--- src/rtl/rst_seq_pkg.sv ---
package rst_seq_pkg;

    localparam int unsigned BOOT_ADDR_W = 32;
    localparam int unsigned BOOT_STRIDE = 8;

    typedef enum logic [1:0] {
        F_IDLE,
        F_REQ,
        F_WAIT,
        F_DONE
    } fetch_st_e;

    // Every condition that must hold before hard reset may be released.
    typedef struct packed {
        logic por_released;
        logic straps_done;
        logic pll_locked;
        logic bus_free;
        logic no_sw_hard;
    } hard_gate_t;

    function automatic logic hard_release_ok(hard_gate_t g);
        return &g;
    endfunction

    function automatic logic [BOOT_ADDR_W-1:0] boot_addr(int unsigned idx);
        return BOOT_ADDR_W'(idx * BOOT_STRIDE);
    endfunction

endpackage

--- src/rtl/rst_por_stretch.sv ---
module rst_por_stretch #(
    parameter int unsigned HOLD_CYC = 9_900_000
) (
    input  logic clk,
    input  logic clr,
    output logic por_rel_o
);
    localparam int unsigned CW = (HOLD_CYC > 1) ? $clog2(HOLD_CYC) : 1;

    logic [CW-1:0] cnt;

    always_ff @(posedge clk) begin
        if (clr) begin
            cnt       <= '0;
            por_rel_o <= 1'b0;
        end else if (!por_rel_o) begin
            if (cnt == CW'(HOLD_CYC - 1)) por_rel_o <= 1'b1;
            else                          cnt       <= cnt + 1'b1;
        end
    end

    AST_POR_STAYS_RELEASED: assert property (@(posedge clk) disable iff (clr)
        por_rel_o |=> por_rel_o);
endmodule

--- src/rtl/rst_strap_cap.sv ---
module rst_strap_cap #(
    parameter int unsigned WAIT_CYC = 1024,
    parameter int unsigned MODE_W   = 3
) (
    input  logic              clk,
    input  logic              clr,
    input  logic              por_rel_i,
    input  logic [MODE_W-1:0] strap_i,
    output logic              pll_en_o,
    output logic [MODE_W-1:0] mode_o
);
    localparam int unsigned CW = (WAIT_CYC > 1) ? $clog2(WAIT_CYC) : 1;

    logic [CW-1:0] cnt;

    always_ff @(posedge clk) begin
        if (clr) begin
            cnt      <= '0;
            pll_en_o <= 1'b0;
            mode_o   <= '0;
        end else if (por_rel_i && !pll_en_o) begin
            if (cnt == CW'(WAIT_CYC - 1)) begin
                pll_en_o <= 1'b1;
                mode_o   <= strap_i;
            end else begin
                cnt <= cnt + 1'b1;
            end
        end
    end

    AST_PLL_AFTER_POR: assert property (@(posedge clk) disable iff (clr)
        $rose(pll_en_o) |-> $past(por_rel_i));
    AST_MODE_HELD: assert property (@(posedge clk) disable iff (clr)
        (pll_en_o && $past(pll_en_o)) |-> $stable(mode_o));
endmodule

--- src/rtl/rst_cfg_fetch.sv ---
module rst_cfg_fetch
    import rst_seq_pkg::*;
#(
    parameter int unsigned     CFG_READS   = 4,
    parameter int unsigned     DATA_W      = 64,
    parameter logic [DATA_W-1:0] DEFAULT_CFG = '0
) (
    input  logic                   clk,
    input  logic                   clr,
    input  logic                   en_i,
    input  logic                   master_i,
    output logic                   req_valid_o,
    input  logic                   req_ready_i,
    output logic [BOOT_ADDR_W-1:0] req_addr_o,
    input  logic                   rsp_valid_i,
    input  logic [DATA_W-1:0]      rsp_data_i,
    output logic [DATA_W-1:0]      cfg_word_o,
    output logic                   fin_o
);
    localparam int unsigned IDX_W = (CFG_READS > 1) ? $clog2(CFG_READS) : 1;
    localparam logic [IDX_W-1:0] LAST_IDX = IDX_W'(CFG_READS - 1);

    fetch_st_e      st;
    logic [IDX_W-1:0] idx;

    always_ff @(posedge clk) begin
        if (clr) begin
            st         <= F_IDLE;
            idx        <= '0;
            cfg_word_o <= '0;
        end else if (!en_i) begin
            st  <= F_IDLE;
            idx <= '0;
        end else begin
            case (st)
                F_IDLE: begin
                    if (master_i) begin
                        st <= F_REQ;
                    end else begin
                        cfg_word_o <= DEFAULT_CFG;
                        st         <= F_DONE;
                    end
                end
                F_REQ: if (req_ready_i) st <= F_WAIT;
                F_WAIT: begin
                    if (rsp_valid_i) begin
                        if (idx == '0) cfg_word_o <= rsp_data_i;
                        if (idx == LAST_IDX) begin
                            st <= F_DONE;
                        end else begin
                            idx <= idx + 1'b1;
                            st  <= F_REQ;
                        end
                    end
                end
                default: st <= F_DONE;
            endcase
        end
    end

    assign req_valid_o = (st == F_REQ);
    assign req_addr_o  = boot_addr(int'(idx));
    assign fin_o       = (st == F_DONE);

    AST_REQ_HELD: assert property (@(posedge clk) disable iff (clr || !en_i)
        (req_valid_o && !req_ready_i) |=> (req_valid_o && $stable(req_addr_o)));
    AST_NO_REQ_WHEN_OFF: assert property (@(posedge clk) disable iff (clr)
        !en_i |=> !req_valid_o);
endmodule

--- src/rtl/rst_hier_seq.sv ---
module rst_hier_seq
    import rst_seq_pkg::*;
#(
    parameter int unsigned       PWR_HOLD_CYC   = 9_900_000, // 150 ms at 66 MHz
    parameter int unsigned       STRAP_WAIT_CYC = 1024,
    parameter int unsigned       MODE_W         = 3,
    parameter int unsigned       CFG_READS      = 4,
    parameter int unsigned       DATA_W         = 64,
    parameter logic [DATA_W-1:0] DEFAULT_CFG    = 64'h0000_0000_0000_0000
) (
    input  logic                   clk,
    input  logic                   rst,
    input  logic                   pwr_good_i,
    input  logic                   pll_lock_i,
    input  logic                   bus_rst_n_i,
    input  logic                   db_hard_i,
    input  logic                   db_soft_i,
    input  logic                   cfg_master_i,
    input  logic [MODE_W-1:0]      mode_strap_i,
    output logic                   rd_req_valid_o,
    input  logic                   rd_req_ready_i,
    output logic [BOOT_ADDR_W-1:0] rd_req_addr_o,
    input  logic                   rd_rsp_valid_i,
    input  logic [DATA_W-1:0]      rd_rsp_data_i,
    output logic                   por_n_o,
    output logic                   hrst_n_o,
    output logic                   srst_n_o,
    output logic                   pll_en_o,
    output logic [MODE_W-1:0]      mode_o,
    output logic [DATA_W-1:0]      cfg_word_o,
    output logic                   seq_done_o
);
    logic       clr;
    logic       por_rel;
    logic       hrst_n_q;
    logic       fin;
    logic       fin_d;
    hard_gate_t gate;

    assign clr = rst || !pwr_good_i;

    rst_por_stretch #(.HOLD_CYC(PWR_HOLD_CYC)) u_por (
        .clk(clk), .clr(clr), .por_rel_o(por_rel)
    );

    rst_strap_cap #(.WAIT_CYC(STRAP_WAIT_CYC), .MODE_W(MODE_W)) u_strap (
        .clk(clk), .clr(clr), .por_rel_i(por_rel), .strap_i(mode_strap_i),
        .pll_en_o(pll_en_o), .mode_o(mode_o)
    );

    always_comb begin
        gate.por_released = por_rel;
        gate.straps_done  = pll_en_o;
        gate.pll_locked   = pll_lock_i;
        gate.bus_free     = bus_rst_n_i;
        gate.no_sw_hard   = !db_hard_i;
    end

    always_ff @(posedge clk) begin
        if (clr) begin
            hrst_n_q <= 1'b0;
            fin_d    <= 1'b0;
        end else begin
            hrst_n_q <= hard_release_ok(gate);
            fin_d    <= fin;
        end
    end

    rst_cfg_fetch #(.CFG_READS(CFG_READS), .DATA_W(DATA_W), .DEFAULT_CFG(DEFAULT_CFG)) u_fetch (
        .clk(clk), .clr(clr), .en_i(hrst_n_q), .master_i(cfg_master_i),
        .req_valid_o(rd_req_valid_o), .req_ready_i(rd_req_ready_i),
        .req_addr_o(rd_req_addr_o), .rsp_valid_i(rd_rsp_valid_i),
        .rsp_data_i(rd_rsp_data_i), .cfg_word_o(cfg_word_o), .fin_o(fin)
    );

    assign por_n_o    = por_rel;
    assign hrst_n_o   = hrst_n_q;
    assign srst_n_o   = hrst_n_q && fin && !db_soft_i;
    assign seq_done_o = fin && !fin_d;

    AST_POR_FORCES_HARD: assert property (@(posedge clk) disable iff (rst)
        !por_n_o |-> !hrst_n_o);
    AST_HARD_FORCES_SOFT: assert property (@(posedge clk) disable iff (rst)
        !hrst_n_o |-> !srst_n_o);
    AST_LOCK_GATES_HARD: assert property (@(posedge clk) disable iff (clr)
        !pll_lock_i |=> !hrst_n_o);
    AST_BUS_GATES_HARD: assert property (@(posedge clk) disable iff (clr)
        !bus_rst_n_i |=> !hrst_n_o);
    AST_SW_HARD: assert property (@(posedge clk) disable iff (clr)
        db_hard_i |=> (!hrst_n_o && !srst_n_o));
    AST_DONE_ONE_CYCLE: assert property (@(posedge clk) disable iff (clr)
        seq_done_o |=> !seq_done_o);
    AST_PWR_LOSS_CLEARS: assert property (@(posedge clk) disable iff (rst)
        !pwr_good_i |=> (!por_n_o && !pll_en_o && mode_o == '0));
endmodule

--- config.mk ---
export PLATFORM = sky130hd
export DESIGN_NAME = rst_hier_seq
export DESIGN_NICKNAME = d
export VERILOG_FILES = /design/src/rtl/rst_seq_pkg.sv /design/src/rtl/rst_por_stretch.sv /design/src/rtl/rst_strap_cap.sv /design/src/rtl/rst_cfg_fetch.sv /design/src/rtl/rst_hier_seq.sv
export SDC_FILE = /design/constraint.sdc
export NUM_CORES = 1
export LEC_CHECK = 0
export ABC_AREA = 0
export ABC_CLOCK_PERIOD_IN_PS = 2600
export BUFFER_PORTS_ARGS = -buffer_cell sky130_fd_sc_hd__buf_4
export CORE_MARGIN = 2
export CORE_UTILIZATION = 44
export DETAILED_ROUTE_END_ITERATION = 10
export HOLD_SLACK_MARGIN = 0.08
export PLACE_DENSITY = 0.73
export SYNTH_ARGS = -nofsm -noshare
export SYNTH_HDL_FRONTEND = slang
export SYNTH_HIERARCHICAL = 1
export SYNTH_SLANG_ARGS = --single-unit
--- constraint.sdc ---
create_clock -name clk -period 2.6 [get_ports clk]
set_input_delay 0.26 -clock clk [delete_from_list [all_inputs] [get_ports clk]]
set_output_delay 0.26 -clock clk [all_outputs]
set_load 0.01 [all_outputs]
==> flow_metrics.env, run 1 <==
export IMPL_grt_max_degree=65
export IMPL_grt_pass1_vias=3907
export IMPL_grt_pass1_wl_um=18930
export IMPL_yosys_most_used_dff="dfxtp_1"
export IMPL_final_util=0.5672
export IMPL_drv_cap=0
export IMPL_critPathRequiredTime_ns=2.81
export IMPL_synthArstFlopShare=0
export IMPL_tns_ns=0
export IMPL_cp_max_fo=11
export IMPL_outcome="completed"
export IMPL_ctsHoldBuffers=0
export IMPL_wirelength_um=11680
export IMPL_critPathMaxStageDelay_ns=0.59
export IMPL_syn_inst=503
export IMPL_die_h_um=111.3
export IMPL_final_nets=723
export IMPL_period_share=0.8539
export IMPL_synth_seq_cells=109
export IMPL_drive_gt1_frac=0.3204
export IMPL_layout_min_cycle_time_ns=2.220
export IMPL_finalSetupViolCount=0
export IMPL_detail_route_antenna_nets=0
export IMPL_die_area_um2=12390
export IMPL_cts_buffers=9
export IMPL_cts_setup_buffers=0
export IMPL_wl_met1_um=5331
export IMPL_cp_arrival_ns=2.43
export IMPL_p_leak_nw=2.509
export IMPL_max_vdd_ir_drop_mv=0.2734
export IMPL_initial_core_util=0.4475
export IMPL_p_per_area_nw_per_um2=484.6
export IMPL_cp_start_kind="flip-flop"
export IMPL_root_buffer="clkbuf_16"
export IMPL_fmax_mhz=450.4
export IMPL_ys_warn_count=6
export IMPL_core_area_um2=11320
export IMPL_area_delta_synth_final_pct=26.75
export IMPL_cts_max_level=3
export IMPL_synth_cell_area_um2=5066
export IMPL_cts_resized=0
export IMPL_grt_overflow_total=0
export IMPL_clk_pin_slew_ns=0.07
export IMPL_first_iter_violations=264
export IMPL_slew_viol_final=0
export IMPL_dr_wl_met3_um=614
export IMPL_portBuffers=151
export IMPL_die_width_um=111.3
export IMPL_clock_sinks=109
export IMPL_grtUsageTotal=0.1830
export IMPL_clockBufferDepth=2
export IMPL_critPathCaptureType="flip-flop"
export IMPL_timing_worst_setup_path_type="flip-flop to flip-flop"
export IMPL_io_pins=182
export IMPL_critPathSlowestCell="or4_4"
export IMPL_tritoncts="done"
export IMPL_grt_antenna_before_repair=0
export IMPL_num_vias=4032
export IMPL_hold_viol_final=0
export IMPL_yosysSeqAreaShare=0.4307
export IMPL_crit_chain="ha_1 -> inv_1 -> or4_4 -> o21bai_4 -> buf_4 -> mux2i_1 -> nor2_1"
export IMPL_postSynthAreaPerCell_um2=10.07
export IMPL_clk_latency_ns=0.34
export IMPL_grt_setup_unrepaired="no"
export IMPL_drcViolationCount=0
export IMPL_rows=39
export IMPL_route_detailed_wl_per_inst_um=14.80
export IMPL_synth_edf_count=0
export IMPL_routed_wl_met2_um=5584
export IMPL_drt_pass1_iterations=4
export IMPL_n_antenna_cell=0
export IMPL_ys_types=60
export IMPL_finClkSkew_ns=0.004422
export IMPL_via_per_inst=5.110
export IMPL_gp_congestion=0.8401
export IMPL_highest_layer="met4"
export IMPL_dp_hpwl_um=8277
export IMPL_min_path_type="primary input to flip-flop"
[report_power, final]
part / total (W) / leakage (nW) / internal, W / switching, W
clock: 0.00128 / 0.135 / 0.000698 / 0.000581
sequential: 0.00167 / 0.878 / 0.00167 / 0.00000240
combinational: 0.000161 / 1.50 / 0.0000923 / 0.0000689
[cell usage after synthesis, types with 5 or more instances]
cell type | number | share of area
o2bb2ai_1 | 54 | 0.093
buf_2 | 6 | 0.0059
inv_1 | 10 | 0.0074
o31ai_1 | 5 | 0.0074
nand3_1 | 11 | 0.011
and3_1 | 5 | 0.0062
nor2_1 | 44 | 0.033
buf_6 | 8 | 0.018
nand4_1 | 6 | 0.0074
o2bb2ai_2 | 10 | 0.030
nand2b_1 | 69 | 0.085
nor2b_1 | 6 | 0.0074
nand2_1 | 11 | 0.0082
mux2i_1 | 6 | 0.012
xor2_1 | 12 | 0.021
nor3_1 | 5 | 0.0049
clkbuf_1 | 11 | 0.0082
buf_4 | 31 | 0.046
dfxtp_1 | 109 | 0.43
a21oi_1 | 9 | 0.0089
[layout by cell type (no fill, tap or decap), types with 4 or more instances in the layout]
| cell | Yosys | routed |
|---|---|---|
| buf_4 | 31 | 154 |
| ha_1 | 4 | 4 |
| xor2_1 | 12 | 12 |
| a21oi_1 | 9 | 9 |
| or4_2 | 4 | 4 |
| o2bb2ai_2 | 10 | 10 |
| xnor2_1 | 4 | 4 |
| dfxtp_1 | 109 | 109 |
| nor2b_1 | 6 | 6 |
| nor2_1 | 44 | 44 |
| conb_1 | 1 | 30 |
| clkbuf_16 | 0 | 9 |
| nand4_1 | 6 | 6 |
| and3_1 | 5 | 5 |
| o21ai_1 | 4 | 4 |
| nand3_1 | 11 | 11 |
| nor3_1 | 5 | 5 |
| inv_1 | 10 | 10 |
| nand2b_1 | 69 | 69 |
| o2bb2ai_1 | 54 | 54 |
| nand2_1 | 11 | 11 |
| mux2i_1 | 6 | 6 |
| o31ai_1 | 5 | 5 |
| or4_1 | 4 | 4 |
[per-stage QoR]
step	worst slack [ns]	cells	hold WS, ns	total power [W]	cell area [um2]
finish	0.3799	789	0.09964	0.003112	6421
global route	0.2532	789	0.09038	0.003240	6421
CTS	0.3962	789	0.08851	0.003156	6421
detailed placement	0.4113	774	0.4509	0.001871	6143
global placement	0.4837	774	0.4494	0.001868	6143
floorplan	0.6007	532	0.3310	0.001803	5175
[path summary, 6_finish.rpt]
path,end,slack [ns],depth (start not counted),from
worst max register to register,u_por/cnt[1],0.38,7,u_por/cnt[0]
worst max-delay path,u_por/cnt[1],0.38,7,u_por/cnt[0]
worst min register to register,u_fetch/cfg_word_o[18],0.46,2,u_fetch/cfg_word_o[18]
worst min-delay path,hrst_n_o,0.1,2,db_hard_i
[critical path: cells and delay by family, from the launching register on]
family                     cells  cell delay (ns)
AOI/OAI and AO/OA              1             0.30
adders and majority gates      1             0.21
buffers and inverters          2             0.31
DFF                            1             0.43
muxes                          1             0.19
and+or+nand+nor                2             0.65
[logic make-up after synthesis]
family	share of synthesized area
AO/OA/AOI/OAI	0.1719
multiplexers	0.02075
XOR/XNOR	0.02766
buffers and inverters	0.08916
flip-flops	0.4307
other	0.0007402
AND/OR/NAND/NOR	0.2492
adder cells (fa/ha/maj)	0.009879
[sequential cells by signal, summed over array words and instances (netlist names), 2 cells and up]
signal / flops
u_strap/cnt: 10
u_por/cnt: 24
u_fetch/st: 2
u_fetch/idx: 2
u_strap/mode_o: 3
u_fetch/cfg_word_o: 64
[per-layer routing]
layer	global-route usage	vias up
met4	0.05761	0
li1	-	2005
met2	0.3093	136
met3	0.03171	14
met1	0.2395	1877
met5	0	-
[cell type report]
type,count,area [um2]
clock inverter,3,21.27
clock buffer,12,256.5
fill,1005,4900
inverter,10,37.54
sequential,109,2182
timing repair buffer,156,1196
tap,143,178.9
multi-input combinational,356,2549
(Power assumes the default switching activity.)
==> inputs of run 2 (changes only) <==
BUFFER_PORTS_ARGS = not set   (was -buffer_cell sky130_fd_sc_hd__buf_4)
DONT_BUFFER_PORTS = 1   (was not set)
PLACE_DENSITY = 0.6   (was 0.73)
RECOVER_POWER = 50   (was not set)
==> run 2 against run 1 <==
  * Worst setup slack worse by 0.10 ns
  * Final cell count is 10% lower
  * Count of clock-buffer cells in the layout stayed put
  * Power is 9.1% higher
  * Die area stayed put
  * Sequential cell count stayed put
  * Fmax is 4.4% lower
  * Core utilization is 3.8 points lower
  * Worst hold slack worse by 0.046 ns
  * Wire length is 0.18% lower
  * Largest power group unchanged
==> flow_metrics.env, run 2 (same netlist as run 1, synthesis figures left out) <==
export IMPL_gp_congestion=0.7765
export IMPL_finalSetupViolCount=0
export IMPL_grt_overflow_total=0
export IMPL_cp_start_kind="flip-flop"
export IMPL_dp_hpwl_um=7316
export IMPL_final_util=0.5293
export IMPL_outcome="completed"
export IMPL_tritoncts="done"
export IMPL_first_iter_violations=314
export IMPL_period_share=0.8928
export IMPL_cp_top_family="simple AND/OR/NAND/NOR gates"
export IMPL_grtUsageTotal=0.1896
export IMPL_clk_latency_ns=0.35
export IMPL_n_antenna_cell=0
export IMPL_cp_arrival_ns=2.57
export IMPL_r2r_start="u_por/cnt[0]"
export IMPL_cts_setup_buffers=0
export IMPL_clk_pin_slew_ns=0.07
export IMPL_top_register="u_fetch/cfg_word_o"
export IMPL_grt_pass1_wl_um=19020
export IMPL_largest_reg_flops=64
export IMPL_ff_latch_area_um2=2182
export IMPL_fillers=989
export IMPL_rrSetupSlack_ns=0.28
export IMPL_fin_area_um2=5992
export IMPL_wirelength_um=11660
export IMPL_tns_ns=0
export IMPL_crit_chain="ha_1 -> inv_1 -> or4_4 -> o21bai_4 -> nor4_2 -> mux2_4"
export IMPL_route_detailed_wl_per_inst_um=16.49
export IMPL_timing_worst_setup_path_type="flip-flop to flip-flop"
export IMPL_drv_cap=0
export IMPL_die_h_um=111.3
export IMPL_detail_route_antenna_nets=0
export IMPL_multi_input_area_um2=2521
export IMPL_path_buf_inv=1
export IMPL_grt_pass1_vias=3739
export IMPL_r2r_end="u_por/cnt[15]"
export IMPL_critPathMaxStageDelay_ns=0.59
export IMPL_critPathCaptureType="flip-flop"
export IMPL_root_buffer="clkbuf_16"
export IMPL_die_width_um=111.3
export IMPL_finClkSkew_ns=0.005274
export IMPL_min_path_type="primary input to flip-flop"
export IMPL_final_nets=640
export IMPL_drt_pass1_iterations=6
export IMPL_critPathSlowestCell="or4_4"
export IMPL_final_common_cell="dfxtp_1"
export IMPL_r2r_cells=6
export IMPL_io_pins=182
export IMPL_cts_max_level=3
export IMPL_p_per_area_nw_per_um2=566.8
export IMPL_whs_endpoint="hrst_n_o"
export IMPL_min_from="pll_lock_i"
export IMPL_num_vias=3800
export IMPL_hold_viol_final=0
export IMPL_drcViolationCount=0
export IMPL_cts_buffers=9
export IMPL_via_per_inst=5.375
export IMPL_grt_setup_unrepaired="no"
export IMPL_min_path_cells=2
export IMPL_area_delta_synth_final_pct=18.28
export IMPL_finalPower_w=0.003396
export IMPL_final_cell_mix="dfxtp_1, dlygate4sd3_1, nand2b_1, o2bb2ai_1, nor2_1"
export IMPL_reg_top3="u_fetch/cfg_word_o (64), u_por/cnt (24), u_strap/cnt (10)"
export IMPL_grt_antenna_before_repair=0
export IMPL_p_leak_nw=2.037
export IMPL_clockBufferDepth=2
export IMPL_slew_headroom=0.03591
export IMPL_final_cell_count_no_fill=707
export IMPL_slew_viol_final=0
export IMPL_portBuffers=0
export IMPL_layout_min_cycle_time_ns=2.321
export IMPL_die_area_um2=12390
export IMPL_clock_sinks=109
export IMPL_worst_slew_pin_slew_ns=1.446
export IMPL_place_area_um2=5002
export IMPL_drive_gt1_frac=0.09043
export IMPL_core_area_um2=11320
export IMPL_grt_max_degree=65
export IMPL_dp_cells=622
export IMPL_max_vdd_ir_drop_mv=0.6257
export IMPL_cp_max_fo=20
export IMPL_critPathRequiredTime_ns=2.85
export IMPL_initial_core_util=0.4475
export IMPL_rows=39
export IMPL_fmax_mhz=430.8
[run 2: cell count changes in the layout (fill, tap and decap cells not counted), moves of 2 or more]
| cell | before | now |
|---|---|---|
| buf_4 | 154 | 2 |
| o2bb2ai_1 | 54 | 56 |
| bufinv_16 | 0 | 3 |
| dlygate4sd3_1 | 0 | 69 |
| o2bb2ai_2 | 10 | 8 |
[run 2: repair_timing]
item                                   CTS  global route
setup endpoints to repair                0             0
endpoints found under the hold margin   69             0
gates resized for setup                  0             0
hold buffers                            69             0
[run 2: routing by layer]
layer | global-route usage | wire (um) | vias up
li1 | - | - | 1849
met1 | 0.2261 | 4858 | 1805
met2 | 0.3154 | 5744 | 120
met3 | 0.06288 | 762 | 26
met4 | 0.07819 | 291 | 0
met5 | 0 | 0 | -
[run 2: area by class of cell]
cell class / instances / share of cell area
sequential: 109 / 0.3642
timing repair buffer: 73 / 0.1219
inverter: 10 / 0.006264
multi-input combinational: 356 / 0.4208
tap: 143 / 0.02986
clock inverter: 4 / 0.01587
clock buffer: 12 / 0.04114
[run 2: worst max-delay path by stage]
| stage | startpoint | end | slack, ns | cells after the start |
|---|---|---|---|---|
| finish | u_por/cnt[0] | u_por/cnt[15] | 0.28 | 6 |
| global route | u_por/cnt[0] | u_por/cnt[15] | 0.14 | 6 |
| CTS | u_por/cnt[0] | u_por/cnt[15] | 0.28 | 6 |
| detailed placement | u_por/cnt[0] | u_por/cnt[15] | 0.30 | 6 |
| global placement | u_por/cnt[0] | u_por/cnt[15] | 0.39 | 6 |
| floorplan | u_por/cnt[0] | u_por/cnt[13] | 0.60 | 8 |
[run 2: per-stage QoR]
stage | worst slack, ns | hold WS, ns
after global routing | 0.1362 | 0.04246
after detailed placement | 0.3020 | 0.3346
final | 0.2788 | 0.05332
after CTS | 0.2833 | 0.08071
after global placement | 0.3912 | 0.3318
after floorplan | 0.6007 | 0.3310
[run 2: power by group]
group	internal, W	switching [W]	leakage, nW
combinational	0.0000908	0.0000694	0.993
clock	0.000967	0.000597	0.167
sequential	0.00167	0.00000241	0.878
==> inputs of run 3 (changes only) <==
ABC_CLOCK_PERIOD_IN_PS = 2000   (was 2600)
PLACE_DENSITY = 0.62   (was 0.6)
clock period = 2 ns   (was 2.6 ns; I/O delays follow)
==> run 3 against run 2 <==
  * Core utilization up 0.87 points
  * First-iteration DRC count shrank 11%
  * Fmax increased by 20%
  * Wire length up 1.2%
  * Via count up 1.4%
  * Worst setup slack got worse by 0.22 ns
  * Highest routed layer unchanged
==> flow_metrics.env, run 3 (same netlist as run 1, synthesis figures left out) <==
export IMPL_fmax_mhz=516.0
export IMPL_first_iter_violations=279
export IMPL_cp_start_kind="flip-flop"
export IMPL_min_path_type="primary input to flip-flop"
export IMPL_p_per_area_nw_per_um2=674.2
export IMPL_grt_pass1_wl_um=18930
export IMPL_finClkSkew_ns=0.004535
export IMPL_core_area_um2=11320
export IMPL_dp_hpwl_um=7428
export IMPL_drt_pass1_iterations=4
export IMPL_via_per_inst=5.313
export IMPL_root_buffer="clkbuf_16"
export IMPL_tritoncts="done"
export IMPL_grt_antenna_before_repair=0
export IMPL_top_register="u_fetch/cfg_word_o"
export IMPL_io_pins=182
export IMPL_grt_overflow_total=0
export IMPL_gp_congestion=0.8164
export IMPL_drcViolationCount=0
export IMPL_dp_cells=637
export IMPL_final_common_cell="dfxtp_1"
export IMPL_largest_reg_flops=64
export IMPL_grtUsageTotal=0.1890
export IMPL_area_delta_synth_final_pct=20.23
export IMPL_cp_arrival_ns=2.22
export IMPL_die_h_um=111.3
export IMPL_grt_pass1_vias=3757
export IMPL_detail_route_antenna_nets=0
export IMPL_route_detailed_wl_per_inst_um=16.27
export IMPL_slew_headroom=0.5247
export IMPL_clockBufferDepth=2
export IMPL_num_vias=3852
export IMPL_place_area_um2=5115
export IMPL_period_share=0.9691
export IMPL_critPathCaptureType="flip-flop"
export IMPL_initial_core_util=0.4475
export IMPL_die_width_um=111.3
export IMPL_fillers=968
export IMPL_final_cell_count_no_fill=725
export IMPL_p_leak_nw=2.096
export IMPL_hold_viol_final=0
export IMPL_reg_top3="u_fetch/cfg_word_o (64), u_por/cnt (24), u_strap/cnt (10)"
export IMPL_critPathSlowestCell="or4_2"
export IMPL_crit_chain="nor2_1 -> nand4_4 -> o21bai_4 -> buf_4 -> or4_2 -> a21oi_1"
export IMPL_finalWorstSetupSlack_ns=0.06188
export IMPL_wirelength_um=11800
export IMPL_grt_max_degree=111
export IMPL_finalSetupViolCount=0
export IMPL_drive_gt1_frac=0.1186
export IMPL_cts_max_level=3
export IMPL_outcome="completed"
export IMPL_critPathRequiredTime_ns=2.28
export IMPL_n_antenna_cell=0
export IMPL_timing_worst_setup_path_type="flip-flop to flip-flop"
export IMPL_die_area_um2=12390
export IMPL_clock_sinks=109
export IMPL_layout_min_cycle_time_ns=1.938
export IMPL_max_vdd_ir_drop_mv=0.6000
export IMPL_final_util=0.5380
export IMPL_cts_buffers=9
export IMPL_final_cell_mix="dfxtp_1, dlygate4sd3_1, nand2b_1, o2bb2ai_1, nor2_1"
export IMPL_rows=39
export IMPL_grt_setup_unrepaired="yes"
export IMPL_final_nets=658
export IMPL_worst_slew_pin_slew_ns=0.7130
export IMPL_place_ws_ns=0.07768
export IMPL_portBuffers=0
export IMPL_critPathMaxStageDelay_ns=0.62
export IMPL_fin_area_um2=6091
export IMPL_clk_pin_slew_ns=0.07
export IMPL_clk_latency_ns=0.35
export IMPL_cp_max_fo=10
export IMPL_cts_setup_buffers=0
export IMPL_hold_slack_ns=0.2220
export IMPL_drv_cap=0
export IMPL_slew_viol_final=0
## run 3: critical path: cells and delay by family, from the launching register on
family	cells	cell delay, ns
flops	1	0.49
buf+inv	1	0.18
simple gates	3	0.89
compound gates	2	0.30
## run 3: area by class of cell
| class | instances | area (um2) | share of cell area |
|---|---|---|---|
| well taps | 143 | 178.9 | 0.02938 |
| flip-flops and latches | 109 | 2182 | 0.3583 |
| repair buffers | 91 | 875.8 | 0.1438 |
| inverters | 10 | 37.54 | 0.006163 |
| clock inverters | 6 | 46.29 | 0.007601 |
| clock buffers | 10 | 239.0 | 0.03924 |
| multi-input cells | 356 | 2531 | 0.4156 |
## run 3: repair_timing
item,in CTS,in global routing
setup endpoints to repair,0,2
hold endpoints to repair,70,0
resized for setup,0,3
hold buffers,72,0
## run 3: worst paths after layout
check / slack, ns / to / depth (start not counted) / start
max: 0.06 / u_por/cnt[10] / 6 / u_por/cnt[5]
min: 0.22 / u_fetch/st[0] / 3 / pwr_good_i
max reg2reg: 0.06 / u_por/cnt[10] / 6 / u_por/cnt[5]
min reg2reg: 0.51 / u_fetch/cfg_word_o[46] / 2 / u_fetch/cfg_word_o[46]
## run 3: per-stage QoR
stage	total power [W]	setup TNS, ns
floorplan	0.002344	0
global placement	0.002316	0
detailed placement	0.002318	0
CTS	0.004153	0
global route	0.004263	-0.002776
finish	0.004106	0
## run 3: per-layer routing
layer / part of all wire / vias up / global-route usage
li1: - / 1875 / -
met5: 0 / - / 0
met1: 0.43 / 1823 / 0.2351
met2: 0.48 / 136 / 0.3126
met4: 0.022 / 0 / 0.07819
met3: 0.068 / 18 / 0.04921
## run 3: power breakdown
group,switching (W),total [W],internal [W]
Combinational,0.0000951,0.000218,0.000123
Clock,0.000829,0.00172,0.000888
Sequential,0.00000108,0.00217,0.00217
